--- config.mk ---
export PLATFORM = sky130hd
export DESIGN_NAME = irq_vector_arb
export DESIGN_NICKNAME = d
export VERILOG_FILES = /design/src/rtl/irq_vector_arb.sv
export SDC_FILE = /design/constraint.sdc
export NUM_CORES = 1
export LEC_CHECK = 0
export BUFFER_PORTS_ARGS = -buffer_cell sky130_fd_sc_hd__buf_2
export CORE_MARGIN = 2
export CORE_UTILIZATION = 43
export CTS_CLUSTER_SIZE = 24
export DETAILED_ROUTE_END_ITERATION = 7
export HOLD_SLACK_MARGIN = 0.06
export PLACE_DENSITY = 0.84
export SYNTH_ARGS = -nofsm -noshare
export SYNTH_HDL_FRONTEND = slang
export SYNTH_SLANG_ARGS = --single-unit
--- constraint.sdc ---
create_clock -name clk -period 1.45 [get_ports clk]
set_clock_uncertainty 0.1 [all_clocks]
set_input_delay 0.145 -clock clk [delete_from_list [all_inputs] [get_ports clk]]
set_output_delay 0.145 -clock clk [all_outputs]
set_load 0.02 [all_outputs]
--- src/rtl/irq_vector_arb.sv ---
module irq_vector_arb #(
  parameter int NSRC      = 8,
  parameter int ENTRY_CYC = 7
) (
  input  logic                     clk,
  input  logic                     rst_n,
  input  logic [NSRC-1:0]          irq_i,
  input  logic                     mask_we_i,
  input  logic [NSRC-1:0]          mask_wdata_i,
  input  logic                     gie_we_i,
  input  logic                     gie_wdata_i,
  input  logic [NSRC-1:0]          pend_clr_i,
  input  logic                     boundary_i,
  input  logic                     reti_i,
  output logic                     take_o,
  output logic [$clog2(NSRC)-1:0]  vec_o,
  output logic                     busy_o,
  output logic                     jump_o,
  output logic                     gie_o,
  output logic [NSRC-1:0]          pend_o
);
  localparam int VEC_W = $clog2(NSRC);
  localparam int CNT_W = $clog2(ENTRY_CYC + 1);

  logic [NSRC-1:0]  pend_q, mask_q, ready, sel_oh;
  logic [VEC_W-1:0] sel_idx, vec_q;
  logic [CNT_W-1:0] cnt_q;
  logic             gie_q, hold_q, accept;

  assign ready  = pend_q & mask_q;
  assign busy_o = (cnt_q != '0);
  assign take_o = (cnt_q == CNT_W'(1));
  assign jump_o = (cnt_q == CNT_W'(ENTRY_CYC));
  assign vec_o  = vec_q;
  assign gie_o  = gie_q;
  assign pend_o = pend_q;
  assign accept = boundary_i && gie_q && !hold_q && !busy_o && (|ready);

  always_comb begin
    sel_idx = '0;
    for (int i = NSRC - 1; i >= 0; i--)
      if (ready[i]) sel_idx = VEC_W'(i);
  end

  assign sel_oh = accept ? (NSRC'(1) << sel_idx) : '0;

  always_ff @(posedge clk) begin
    if (!rst_n) begin
      pend_q <= '0;
      mask_q <= '0;
      gie_q  <= 1'b0;
      hold_q <= 1'b0;
      cnt_q  <= '0;
      vec_q  <= '0;
    end else begin
      pend_q <= (pend_q & ~pend_clr_i & ~sel_oh) | irq_i;
      if (mask_we_i) mask_q <= mask_wdata_i;

      if (accept)         gie_q <= 1'b0;
      else if (gie_we_i)  gie_q <= gie_wdata_i;
      else if (reti_i)    gie_q <= 1'b1;

      if (reti_i)                      hold_q <= 1'b1;
      else if (boundary_i && !busy_o)  hold_q <= 1'b0;

      if (accept) begin
        cnt_q <= CNT_W'(1);
        vec_q <= sel_idx;
      end else if (busy_o) begin
        cnt_q <= (cnt_q == CNT_W'(ENTRY_CYC)) ? '0 : cnt_q + CNT_W'(1);
      end
    end
  end

  p_take_at_boundary_r3: assert property (@(posedge clk) disable iff (!rst_n)
    take_o |-> ($past(boundary_i) && $past(gie_o) && !$past(busy_o)));

  p_lowest_wins_r4: assert property (@(posedge clk) disable iff (!rst_n)
    take_o |-> (($past(pend_o & mask_q) & ((NSRC'(1) << vec_o) - NSRC'(1))) == '0));

  p_take_clears_gie_r5: assert property (@(posedge clk) disable iff (!rst_n)
    take_o |-> !gie_o);

  p_take_clears_flag_r5: assert property (@(posedge clk) disable iff (!rst_n)
    take_o |-> (!pend_o[vec_o] || (($past(irq_i) >> vec_o) & NSRC'(1)) != '0));

  p_take_single_r5: assert property (@(posedge clk) disable iff (!rst_n)
    take_o |=> !take_o);

  p_busy_starts_with_take_r6: assert property (@(posedge clk) disable iff (!rst_n)
    $rose(busy_o) |-> take_o);

  p_jump_inside_entry_r6: assert property (@(posedge clk) disable iff (!rst_n)
    jump_o |-> busy_o);

  p_jump_ends_entry_r6: assert property (@(posedge clk) disable iff (!rst_n)
    jump_o |=> (!busy_o || take_o));

  p_set_wins_r10: assert property (@(posedge clk) disable iff (!rst_n)
    (|irq_i) |=> ((pend_o & $past(irq_i)) == $past(irq_i)));

  p_reti_sets_gie_r11: assert property (@(posedge clk) disable iff (!rst_n)
    (reti_i && !gie_we_i && !accept) |=> gie_o);

  p_no_take_gie_off_r7: assert property (@(posedge clk) disable iff (!rst_n)
    (!gie_o && !gie_we_i && !reti_i) |=> !take_o);
endmodule

**Word level (Yosys, flattened, before mapping)**

Cells that the tools add are included.

- Register bits after elaboration: 24
- Input port bits: 31
- Output and inout bits: 15
- Word-level logic and storage cells: 47

- Add/sub/neg operators: 1
- Equal/unequal tests: 2
- Shift-type cells: 1
- Multiplexer cells: 16
- Bitwise operators: 7
- Reduce and logical (&&, ||, !) cells: 13

Operators with widths:

| cell | number |
|---|---|
| two-way mux 3 bit | 9 |
| AND 8 bit | 3 |
| NOT 8 bit | 2 |
| two-way mux 8 bit | 1 |
| bitwise OR 8 bit | 1 |
| OR reduction 8 bit | 1 |
| << shifter 1 x 3 -> 8 bit, first input constant | 1 |
| two-way mux 1 bit | 6 |
| nonzero test 2 bit | 3 |
| logical AND 1 bit | 5 |
| adder 3 x 1 -> 3 bit, second input constant | 1 |
| == test 3 x 1 -> 1 bit, second input constant | 1 |
| == test 3 bit, second input constant | 1 |
| nonzero test 3 bit | 1 |
| logical NOT 1 bit | 2 |
| OR reduction 2 bit | 1 |
| NOT 1 bit | 1 |

**Depth between registers and ports, before layout**

- Depth in word-level cells: 14
- Gate-level depth with buffers: 8
- Gate-level depth less buffers: 7

**Least setup slack after synthesis**

No wires, ideal clock.

- Kind: register -> register
- Start point: reg cnt_q[0]
- End point: reg pend_q[5] (netlist: pend_o[5])
- Setup time: 0.125 ns
- Arrival: 1.443 ns
- Data required time: 1.225 ns
- Slack: -0.218 ns
- Cell stages (with the launch flop): 9
- Buffers on the path: 1
- Period minus slack after synthesis: 1.668 ns
- Cells stage by stage: dfxtp_1 > inv_1 > ha_1 > nor2b_4 > inv_2 > nor3_4 > buf_6 > nand3_2 > o41a_1

- Longest elaborated chain between the ends: 8

Ends and longest elaborated chain:

| item | RTL line | text |
|---|---|---|
| from (decl) | 27 | `logic [CNT_W-1:0] cnt_q;` |
| from (signal assigned) | 70 | `cnt_q <= (cnt_q == CNT_W'(ENTRY_CYC)) ? '0 : cnt_q + CNT_W'(1);` |
| nonzero test 3 bit | 31 | `assign busy_o = (cnt_q != '0);` |
| named net busy_o | 17 | `output logic busy_o,` |
| logical NOT 1 bit | 37 | `assign accept = boundary_i && gie_q && !hold_q && !busy_o && (\|ready);` |
| logical AND 1 bit (2 in a row) | 37 |  |
| two-way mux 8 bit | 45 | `assign sel_oh = accept ? (NSRC'(1) << sel_idx) : '0;` |
| NOT 8 bit | 56 | `pend_q <= (pend_q & ~pend_clr_i & ~sel_oh) \| irq_i;` |
| AND 8 bit | 56 |  |
| bitwise OR 8 bit | 56 |  |
| to (signal assigned) | 56 |  |
| to (decl) | 25 | `logic [NSRC-1:0] pend_q, mask_q, ready, sel_oh;` |

The timed path passes the listed nets, and every way through them passes these cells.
A chain may end at the register's enable or synchronous reset.

**Worst setup path after layout**

- Start point: reg cnt_q[1]
- End point: out busy_o

- Longest elaborated chain between the ends: 1

Ends and longest elaborated chain:

| item | RTL line |
|---|---|
| nonzero test 3 bit | 31 |
| to (decl) | 17 |

No other way between the ends.

==> impl_metrics.py <==
metrics = {
    "worst_hold_path": {
        "hold_end": "pend_o[4]",
        "holdPathStages": 4,
        "min-delay-start": "pend_clr_i[4]",
        "worstHoldPathType": "input pin to flip-flop",
    },
    "setup_path": {
        "r2r-end": "pend_o[1]",
        "r2r-start": "cnt_q[1]",
        "cp_max_fo": 3,
        "reg2reg_depth": 8,
        "crit_path_end_kind": "output port",
        "slowest_delay_ns": 0.34,
        "crit_chain": "inv_2 -> ha_4 -> nor2b_4 -> inv_4 -> buf_4 -> buf_6",
        "worstSetupStartpointType": "flip-flop",
        "required_ns": 1.21,
        "critPathArrivalTime_ns": 1.33,
        "worst_path_max_delay_cell": "dfxtp_2",
        "criticalPathCategory": "flip-flop to output port",
        "rrSetupSlack_ns": -0.11,
    },
    "outcome": {
        "status": "complete, but fails checks",
        "violations": "negative setup slack",
    },
    "final_layout": {
        "final_common_cell": "buf_2",
        "fin_cells": 249,
        "final_cell_mix": "42 x buf_2, 25 x dlygate4sd3_1, 22 x dfxtp_1, 16 x buf_4, 13 x nor2_1",
        "area_delta_synth_final_pct": 60.7,
        "final_core_util_pct": 71.0,
        "stdcell_area_sq_mm": 0.00192,
        "nNetsFinal": 254,
        "drive_above_1_share_pct": 39.0,
        "antenna_cells": 0,
    },
    "grt": {
        "grt_pass1_wl_um": 5670,
        "grt_busiest_layer": "met2",
        "antenna_found_initial": 0,
        "grt_pass1_vias": 1325,
        "use_met2_pct": 43.5,
        "grt_max_degree": 17,
        "grt_use_total_pct": 22.7,
        "gr-total-overflow": 0,
        "grt.met3_usage_pct": 2.30,
        "met1_usage_pct": 25.6,
    },
    "timing": {
        "fin_crit_ns": 1.57,
        "hold_viol": 0,
        "rsz0062_at_grt": "true",
        "worst-slew-pin-transition_ns": 0.520,
        "period_share_pct": 108,
        "slew_headroom_pct": 65.3,
        "layout_setup_ws_ns": -0.123,
        "slew_violations": 0,
        "setup_viol": 17,
        "fmax_ghz": 0.636,
    },
    "synth": {
        "yosysWarnings": 0,
        "synthCells": 132,
        "ys_seq_area_share_pct": 40.1,
        "syn_area_sq_mm": 0.00120,
        "synthTopCellsByArea": "dfxtp_1 40%, mux2i_1 8.4%, a21oi_1 4.6%",
        "syn_avg_cell_area_sq_um": 9.07,
        "post-synth-top-area-cell": "dfxtp_1",
        "ys_ff_latch": 24,
        "synth_top_area_share_pct": 40.1,
        "ys_types": 36,
        "synthesis.nets": 167,
    },
    "die": {
        "ios": 46,
        "coreArea_sq_mm": 0.00271,
        "die_w_um": 56.8,
        "dieArea_sq_mm": 0.00322,
        "initial_utilization_pct": 44.2,
        "die_h_um": 56.8,
        "std_cell_rows": 19,
    },
    "drt": {
        "drc": 0,
        "wl_per_cell_um": 13.6,
        "ant_nets": 0,
        "wl_um": 3390,
        "dr.pass1.iters": 4,
        "vias": 1300,
        "via_per_inst": 5.22,
        "drt_iter0_drc": 28,
    },
    "clocking": {
        "clkTransAtPathRegs_ns": 0.13,
        "cts_setup_buffers": 0,
        "root_buffer": "clkbuf_4",
        "cts_tree": "done",
        "clkLatencyLatePin_ns": 0.32,
        "clockBufferDepth": 2,
        "cts_max_level": 1,
        "cts_buffers": 3,
        "cts_sinks": 24,
    },
    "pwr": {
        "seq_power_share_pct": 43.5,
        "p_comb_share_pct": 36.2,
        "peakVddDrop_mv": 0.772,
        "p_per_area_mw_per_mm2": 909,
        "p_int_w": 0.00120,
        "p_leak_nw": 0.915,
        "switching_share_pct": 31.3,
        "pwr-share-clk_pct": 20.2,
        "p_sw_w": 0.000548,
        "total_power_w": 0.00175,
    },
    "placed_design": {
        "dp_cells": 220,
        "port_buffers": 45,
        "hpwl_um": 2260,
        "pre_cts_ws_ns": -0.128,
        "place_congestion": 0.756,
        "dpl-instance-area_sq_mm": 0.00157,
    },
    "flow_run": {
        "maxCapViolCount": 0,
    },
}
## power by group through the flow
stage / Clock, W / Combinational (W) / Sequential, W
after floorplan: 0 / 0.000265 / 0.000794
after global placement: 0 / 0.000492 / 0.000767
after detailed placement: 0 / 0.000511 / 0.000770
after CTS: 0.000358 / 0.000628 / 0.000760
after global routing: 0.000380 / 0.000702 / 0.000768
final: 0.000354 / 0.000634 / 0.000762
## Yosys cell counts
| master | n |
|---|---|
| nand3_1 | 2 |
| nor2b_1 | 2 |
| nor4b_1 | 1 |
| nand2_1 | 12 |
| a211oi_1 | 2 |
| a311oi_1 | 3 |
| and2b_1 | 1 |
| nand2b_1 | 2 |
| nand3_2 | 1 |
| o211ai_1 | 1 |
| nor3_1 | 3 |
| a21oi_1 | 11 |
| nor3_4 | 1 |
| ha_1 | 4 |
| a32o_1 | 1 |
| nand4_1 | 1 |
| nor2_1 | 13 |
| a22oi_2 | 2 |
| a41oi_1 | 1 |
| mux2i_1 | 10 |
| dfxtp_1 | 24 |
| and4b_1 | 1 |
| buf_6 | 1 |
| a22o_1 | 1 |
| o21a_1 | 4 |
| a22oi_4 | 1 |
| clkbuf_1 | 3 |
| o41a_1 | 1 |
| a31oi_1 | 2 |
| a22oi_1 | 2 |
| nor2b_4 | 1 |
| o21ai_0 | 4 |
| inv_1 | 7 |
| and3_1 | 2 |
| and2_1 | 3 |
| inv_2 | 1 |
## layout make-up
cell class                 count  area (sq um)
clock buffer                   4          36.3
multi-input combinational     96           719
fill                         219           786
timing repair buffer          86           614
inverter                       8          32.5
tap                           31          38.8
sequential                    24           483
## per-stage QoR
step	setup TNS, ns	hold slack, ns
after detailed placement	-1.31	0.250
final	-1.27	0.0596
after global placement	-0.468	0.249
after CTS	-1.41	0.0642
after global routing	-2.67	0.0844
after floorplan	-0.342	0.155
## worst max-delay path, delay by kind of cell, from the launching register on
| kind | cells | cell delay [ns] |
|---|---|---|
| buffers and inverters | 4 | 0.38 |
| DFF | 1 | 0.34 |
| and+or+nand+nor | 1 | 0.16 |
| adders and majority gates | 1 | 0.12 |
## how the worst max path moves through the flow
stage	from	end	cells after the start
4_1_cts	cnt_q[1]	busy_o	6
6_report	cnt_q[1]	busy_o	6
5_1_grt	cnt_q[1]	pend_o[3]	8
3_3_place_gp	cnt_q[1]	pend_o[3]	8
3_5_place_dp	cnt_q[1]	vec_o[0]	8
2_1_floorplan	cnt_q[0]	pend_o[5]	8
## state kept, by name, indices dropped and copies added (netlist names)
| register | cells |
|---|---|
| cnt_q | 3 |
| gie_o | 1 |
| hold_q | 1 |
| mask_q | 8 |
| pend_o | 8 |
| vec_o | 3 |
## cell families after synthesis
group / share of synthesized area (%)
AND/OR/NAND/NOR: 20.7
adder cells (fa/ha/maj): 4.18
buffers and inverters: 4.39
flip-flops: 40.1
multiplexers: 8.36
AO/OA/AOI/OAI: 22.3
## repair_timing
item	in CTS	in global routing
endpoints found under the hold margin	18	0
resized for setup	16	4
setup endpoints to repair	17	17
hold buffers	25	0
## routing by layer
layer,share of wire [%],vias to the layer above,routed length [um]
li1,-,650,-
met1,41,600,1390
met2,53,41,1810
met3,3.5,9,120
met4,2.0,0,69
met5,0,-,0
Note: power is estimated with default switching activity, not from simulation.
